<file path="src/rtl/mreg_pkg.sv">
package mreg_pkg;
  localparam int REG_N = 16;
  localparam int IDX_W = $clog2(REG_N);

  typedef enum logic [1:0] {
    ST_IDLE,
    ST_RUN,
    ST_WB,
    ST_FIN
  } mreg_state_e;
endpackage

</file>
<file path="src/rtl/mreg_pick.sv">
module mreg_pick #(
  parameter int N  = 16,
  parameter int IW = $clog2(N)
) (
  input  logic [N-1:0]  vec_i,
  output logic          hit_o,
  output logic [IW-1:0] idx_o
);
  // lowest set bit wins
  always_comb begin
    hit_o = |vec_i;
    idx_o = '0;
    for (int i = N - 1; i >= 0; i--) begin
      if (vec_i[i]) idx_o = IW'(i);
    end
  end
endmodule

</file>
<file path="src/rtl/mreg_cost.sv">
module mreg_cost #(
  parameter int BW = 8
) (
  input  logic          load_i,
  input  logic [2:0]    mode_i,
  input  logic [2:0]    sub_i,
  output logic [BW-1:0] cost_o
);
  always_comb begin
    cost_o = '0;
    if (load_i) begin
      unique case (mode_i)
        3'd2, 3'd3: cost_o = BW'(12);
        3'd5:       cost_o = BW'(16);
        3'd6:       cost_o = BW'(18);
        3'd7:       cost_o = (sub_i == 3'd0) ? BW'(16) : (sub_i == 3'd1) ? BW'(20) : '0;
        default:    cost_o = '0;
      endcase
    end else begin
      unique case (mode_i)
        3'd2, 3'd4: cost_o = BW'(8);
        3'd5:       cost_o = BW'(12);
        3'd6:       cost_o = BW'(14);
        3'd7:       cost_o = (sub_i == 3'd0) ? BW'(12) : (sub_i == 3'd1) ? BW'(16) : '0;
        default:    cost_o = '0;
      endcase
    end
  end
endmodule

</file>
<file path="src/rtl/mreg_seq.sv">
module mreg_seq
  import mreg_pkg::*;
#(
  parameter int AW = 32,
  parameter int DW = 32,
  parameter int CW = 16
) (
  input  logic                 clk_i,
  input  logic                 rst_ni,
  input  logic                 start_i,
  input  logic [REG_N-1:0]     mask_i,
  input  logic                 size_i,
  input  logic                 load_i,
  input  logic [2:0]           mode_i,
  input  logic [2:0]           ea_reg_i,
  input  logic [AW-1:0]        addr_i,
  output logic [IDX_W-1:0]     rf_raddr_o,
  input  logic [DW-1:0]        rf_rdata_i,
  output logic                 rf_we_o,
  output logic [IDX_W-1:0]     rf_waddr_o,
  output logic [DW-1:0]        rf_wdata_o,
  output logic                 mem_req_o,
  output logic                 mem_we_o,
  output logic                 mem_long_o,
  output logic [AW-1:0]        mem_addr_o,
  output logic [DW-1:0]        mem_wdata_o,
  input  logic                 mem_ack_i,
  input  logic [DW-1:0]        mem_rdata_i,
  output logic                 busy_o,
  output logic                 done_o,
  output logic [CW-1:0]        cycles_o
);
  localparam int HW = DW / 2;
  localparam int BW = 8;

  mreg_state_e          state_q;
  logic [REG_N-1:0]     rem_q;
  logic                 any_q, long_q, load_q;
  logic [2:0]           mode_q, base_q;
  logic [AW-1:0]        addr_q;
  logic [CW-1:0]        cyc_q;

  logic                 hit;
  logic [IDX_W-1:0]     bit_idx, reg_idx;
  logic                 predec, postinc, need_wb, xfer, fire;
  logic [AW-1:0]        step, acc_addr;
  logic [BW-1:0]        base_cost;

  mreg_pick #(.N(REG_N), .IW(IDX_W)) u_pick (
    .vec_i (rem_q),
    .hit_o (hit),
    .idx_o (bit_idx)
  );

  mreg_cost #(.BW(BW)) u_cost (
    .load_i (load_i),
    .mode_i (mode_i),
    .sub_i  (ea_reg_i),
    .cost_o (base_cost)
  );

  assign predec   = !load_q && (mode_q == 3'd4);
  assign postinc  = load_q && (mode_q == 3'd3);
  assign need_wb  = (predec || postinc) && any_q;
  assign reg_idx  = predec ? ~bit_idx : bit_idx;
  assign step     = long_q ? AW'(4) : AW'(2);
  assign acc_addr = predec ? addr_q - step : addr_q;
  assign xfer     = (state_q == ST_RUN) && hit;
  assign fire     = xfer && mem_ack_i;

  assign mem_req_o   = xfer;
  assign mem_we_o    = xfer && !load_q;
  assign mem_long_o  = long_q;
  assign mem_addr_o  = acc_addr;
  assign rf_raddr_o  = reg_idx;
  assign mem_wdata_o = long_q ? rf_rdata_i : {{HW{1'b0}}, rf_rdata_i[HW-1:0]};

  always_comb begin
    rf_we_o    = 1'b0;
    rf_waddr_o = reg_idx;
    rf_wdata_o = long_q ? mem_rdata_i : {{HW{mem_rdata_i[HW-1]}}, mem_rdata_i[HW-1:0]};
    if (state_q == ST_WB) begin
      rf_we_o    = 1'b1;
      rf_waddr_o = {1'b1, base_q};
      rf_wdata_o = DW'(addr_q);
    end else if (fire && load_q) begin
      rf_we_o = 1'b1;
    end
  end

  assign busy_o   = (state_q != ST_IDLE);
  assign done_o   = (state_q == ST_FIN);
  assign cycles_o = cyc_q;

  always_ff @(posedge clk_i or negedge rst_ni) begin
    if (!rst_ni) begin
      state_q <= ST_IDLE;
      rem_q   <= '0;
      any_q   <= 1'b0;
      long_q  <= 1'b0;
      load_q  <= 1'b0;
      mode_q  <= '0;
      base_q  <= '0;
      addr_q  <= '0;
      cyc_q   <= '0;
    end else begin
      unique case (state_q)
        ST_IDLE: if (start_i) begin
          state_q <= ST_RUN;
          rem_q   <= mask_i;
          any_q   <= |mask_i;
          long_q  <= size_i;
          load_q  <= load_i;
          mode_q  <= mode_i;
          base_q  <= ea_reg_i;
          addr_q  <= addr_i;
          cyc_q   <= CW'(base_cost);
        end
        ST_RUN: begin
          if (!hit) begin
            state_q <= need_wb ? ST_WB : ST_FIN;
          end else if (mem_ack_i) begin
            rem_q[bit_idx] <= 1'b0;
            addr_q         <= predec ? acc_addr : addr_q + step;
            cyc_q          <= cyc_q + (long_q ? CW'(8) : CW'(4));
          end
        end
        ST_WB:   state_q <= ST_FIN;
        default: state_q <= ST_IDLE;
      endcase
    end
  end
endmodule

</file>
<file path="config.mk">
export PLATFORM = sky130hd
export DESIGN_NAME = mreg_seq
export DESIGN_NICKNAME = d
export VERILOG_FILES = /design/src/rtl/mreg_pkg.sv /design/src/rtl/mreg_pick.sv /design/src/rtl/mreg_cost.sv /design/src/rtl/mreg_seq.sv
export SDC_FILE = /design/constraint.sdc
export NUM_CORES = 1
export LEC_CHECK = 0
export CORE_ASPECT_RATIO = 1.2
export CORE_MARGIN = 2
export CORE_UTILIZATION = 41
export CTS_CLUSTER_DIAMETER = 30
export DETAILED_ROUTE_END_ITERATION = 12
export PLACE_DENSITY = 0.79
export REMOVE_ABC_BUFFERS = 1
export SLEW_MARGIN = 0
export SYNTH_ARGS = -nofsm -noshare
export SYNTH_HDL_FRONTEND = slang
export SYNTH_HIERARCHICAL = 1
export SYNTH_SLANG_ARGS = --single-unit
</file>
<file path="constraint.sdc">
create_clock -name clk_i -period 2.9 [get_ports clk_i]
set_input_delay 0.435 -clock clk_i [delete_from_list [all_inputs] [get_ports clk_i]]
set_output_delay 0.435 -clock clk_i [all_outputs]
set_load 0.1 [all_outputs]
</file>
-- After elaboration in Yosys (flattened, before gate mapping)
Index checks and enable logic that the tools add are counted.
- flip-flop bits (word level): 75
- input port bits: 124
- output and inout port bits: 126
- logic and storage cells: 106
- $add $sub $neg: 3
- magnitude comparators: 2
- equal/unequal tests: 16
- mux-type cells: 52
- bitwise logic cells: 3
- reduce and logical (&&, ||, !) cells: 21
- operators with widths (cell ; number):
    $mux W32 ; 8
    $mux W16 ; 6
    $mux W4 ; 19
    $pmux W16 S2 ; 2
    $pmux W32 S2 ; 1
    $pmux W8 S4 ; 2
    $add A32 B3 Y32 ; 1
    $reduce_or A16 Y1 ; 2
    $sub A32 B3 Y32 ; 1
    $mux W8 ; 3
    $add A16 B4 Y16 ; 1
    $and A16 B16 Y16 ; 1
    $not A16 Y16 ; 1
    $eq A3 B3 Y1 const B ; 5
    $mux W5 ; 2
    $eq A3 B2 Y1 const B ; 3
    $logic_and A1 B1 Y1 ; 8
    $ne A2 B2 Y1 const B ; 4
    $pmux W2 S3 ; 1
    $lt A4 B5 Y1 const B ; 1
    $demux W1 S4 ; 1
    $eq A2 B2 Y1 const B ; 2
    $ge A4 B1 Y1 const B ; 1
    $mux W1 ; 4
    other kinds (13) ; 17

-- Longest topological paths before layout
- word-level depth: 25
- gate-level depth with buffers: 11
- depth with buffers taken out: 9

-- Hierarchy
Netlist, hierarchy kept.
- modules (own cells, without submodules) (module ; instances ; cells each ; area an instance (µm²) ; seq. area each (µm²)):
    mreg_seq ; 1 ; 739 ; 6137.1 ; 1876.8
    mreg_pick ; 1 ; 34 ; 176.4 ; 0.0
    mreg_cost ; 1 ; 24 ; 145.1 ; 0.0

-- Worst setup path before layout
OpenSTA, ideal clock, no wires.
- kind: register -> output
- from: register long_q, in the netlist mem_long_o
- to: output port mem_addr_o[2]
- arrival time: 4.479 ns
- data required time: 2.465 ns
- setup slack: -2.014 ns
- cell stages (with the launch flop): 7
- path buffers: 2
- cell sequence: dfrtp_1 > clkbuf_1 > clkbuf_1 > inv_1 > ha_1 > fa_1 > o21ai_0
- word-level cells in the longest chain between the ends: 3
- ends and longest elaborated chain (what ; line ; source):
    start, declared ; mreg_seq.sv:38 ; logic any_q, long_q, load_q;
    start signal, assigned ; mreg_seq.sv:112 ; long_q <= size_i;
    $mux W3 ; mreg_seq.sv:66 ; assign step = long_q ? AW'(4) : AW'(2);
    $sub A32 B3 Y32 ; mreg_seq.sv:67 ; assign acc_addr = predec ? addr_q - step : addr_q;
    $mux W32 ; mreg_seq.sv:67 ;
    end, declared ; mreg_seq.sv:25 ; output logic [AW-1:0] mem_addr_o,
No other way between the ends.

-- Final worst setup path
- from: register long_q, in the netlist mem_long_o
- to: output port mem_addr_o[25]
Same word-level chain as after synthesis.

==> run metrics <==
status=complete, but fails checks; violated checks=negative setup slack; pin count of the biggest net entering global routing=76; clock sink count=75; post-layout util=0.687; initial antenna violation count=0; CTS tree=yes; CTS H-tree depth=3; Synth cell types=71; mapped cell area=6460 um^2; Post-Route Skew=0.00801 ns; Antenna Nets Post-Route=0; Tightest Pin Transition=1.02 ns; FFs w/ async S/R, synth=1.00; share of cells above drive strength 1=0.309; Setup CP Type=register to output pin; worst setup path startpoint=mem_long_o$_DFFE_PN0P_; I/O pin count=250; EDFF count, synth=0; Worst EP arrival=2.49 ns; Final WS setup=-0.0236 ns; Tot GR Track Use=0.276; met1 WL=8.98 mm; flop2flop setup slack=0.04 ns; Root Driver=clkbuf_16; initial core utilization=0.416; synth top area cells=dfrtp_1 (29%), o21ai_0 (5.6%), mux2_2 (5.1%); number of antenna diodes=0; vias in the first global route=7,096; uppermost routed layer=met4; WL met2=12.1 mm; Worst setup SP type=register; total number of vias=7,363; largest area contributor in the synthesized netlist=dfrtp_1; vias per inst=5.99; Worst Setup End Kind=output pin; critical path's slowest cell=dfrtp_1; TritonCTS buffer count=9; final setup violation count=2; Synth Area per Inst=8.10 um^2; later-pin clock latency in the skew report=0.34 ns; Reg2Reg Depth=11; Syn Inst Count=797; Min Hold Slack=0.252 ns; period utilization=1.01; Crit Path Max Fanout=4; Hold Vio Cnt, Final=0; first-pass GRT wire length=37.4 mm; slowest stage delay, CP=0.40 ns; post-DP HPWL=17.1 mm; DR DRC count=0; WL met3=2.35 mm; GPL Wtd Cong=0.933; Post-Route WL=24.3 mm; Port Buf Inserts=217; Hold Path Class=input port to async pin; setup tns final=-0.0261 ns; Die Y=141 um; f_max=342 MHz; post-synthesis sequential element count=75; # rows=50; CP Data Required Time=2.47 ns; Area Growth Syn to Fin=65.1%; CTS max path bufs=2; sequential share of the synthesized area=0.291; Synth top area share=0.291; RSZ-0062 raised after global routing=yes; clock transition at the registers of the reported paths=0.06 ns; router iterations before antenna repair=8; Synth Flop Type=dfrtp_1; grt total ovfl=0; drt wl/cell=19.8 um; Final #Nets=1,155; yosys warns=6; die width=119 um; Iter 0 DRT Violations=661; R2R Path End=addr_q[27]$_DFFE_PN0P_; core footprint=15,500 um^2; CP cell instances=inv_2 -> ha_4 -> fa_2 -> nor2b_4 -> nand4_4 -> buf_6 -> nor4_4 -> xor2_2 -> buf_12; Max Cap Violations=0; die area=16,800 um^2; relative slew slack=0.323; minimum clock period=2.92 ns; r2r startpoint=mem_long_o$_DFFE_PN0P_; Final Max Tran Viols=0
worst max-delay path by stage:
stage / to / slack [ns] / cells after the start
2_1_floorplan: mem_addr_o[2] / -2.22 / 4
3_3_place_gp: mem_addr_o[19] / 0.15 / 5
3_5_place_dp: mem_addr_o[17] / 0.07 / 5
4_1_cts: mem_addr_o[25] / -0.02 / 9
5_1_grt: mem_addr_o[26] / -0.11 / 9
6_report: mem_addr_o[25] / -0.02 / 9
synthesized netlist by cell type, types with 22 or more instances:
master and instances:
nor3_1 22, mux2_2 29, dfrtp_1 75, o21ai_0 72, o22ai_1 22, a21oi_1 46, nand2_1 79, nand3_1 30
buf_4 23, nor2_1 37, clkbuf_1 54, mux2i_1 27
metrics by stage:
step | area [um^2] | worst slack [ns] | cells
floorplan | 6040 | -2.22 | 711
global placement | 9730 | 0.151 | 1190
detailed placement | 9730 | 0.0703 | 1190
CTS | 10300 | -0.0178 | 1216
global route | 10700 | -0.112 | 1229
finish | 10700 | -0.0236 | 1229
cell usage in the layout (no fill, tap or decap), drive strengths merged, types with 18 or more instances in the layout:
master / n
nand2: 80
mux2: 29
mux2i: 27
nor2: 38
o22ai: 22
a21oi: 46
nand3: 31
nor3: 26
xnor2: 20
buf: 189
dfrtp: 75
o21ai: 73
nor4: 20
xor2: 20
clkdlybuf4s50: 106
o211ai: 18
layout make-up:
type                       count  area, um^2
sequential                    75        1880
timing repair buffer         295        3620
tap                          208         260
multi-input combinational    620        4520
clock buffer                  10         239
inverter                      16        60.1
fill                        1169        4850
clock inverter                 5        77.6
critical path: cells and delay by family, from the launching register on:
family / cells / cell delay [ns]
and+or+nand+nor: 3 / 0.66
buffers and inverters: 3 / 0.49
DFF: 1 / 0.40
adders and majority gates: 2 / 0.36
xor gates and xnor gates: 1 / 0.23
per-layer routing:
layer / up-vias / global-route usage
met5: - / 0
met4: 0 / 0.105
met3: 84 / 0.0699
met2: 470 / 0.477
met1: 3497 / 0.330
li1: 3312 / -
sequential cells by signal, indices dropped and copies added (netlist names):
| register | cells |
|---|---|
| cycles_o | 16 |
| addr_q | 32 |
| state_q | 2 |
| load_q | 1 |
| mode_q | 3 |
| base_q | 3 |
| mem_long_o | 1 |
| rem_q | 16 |
| any_q | 1 |
logic make-up after synthesis:
group	after synthesis	synth area share
multiplexers	56	0.0924
buffers and inverters	105	0.0761
AO/OA/AOI/OAI	215	0.206
AND/OR/NAND/NOR	291	0.250
other	1	0.000581
adder cells (fa/ha/maj)	14	0.0306
flip-flops	75	0.291
XOR/XNOR	40	0.0542
what timing repair did:
action,4_1_cts,5_1_grt
pin swaps,9,11
endpoints found under the setup margin,29,26
buffers inserted,11,13
gates cloned,0,0
hold buffers,0,0
resized for setup,29,46
Power is left out: the tool's default activity adds up to more than one toggle a clock period on the data nets, which glitch-free logic cannot reach.
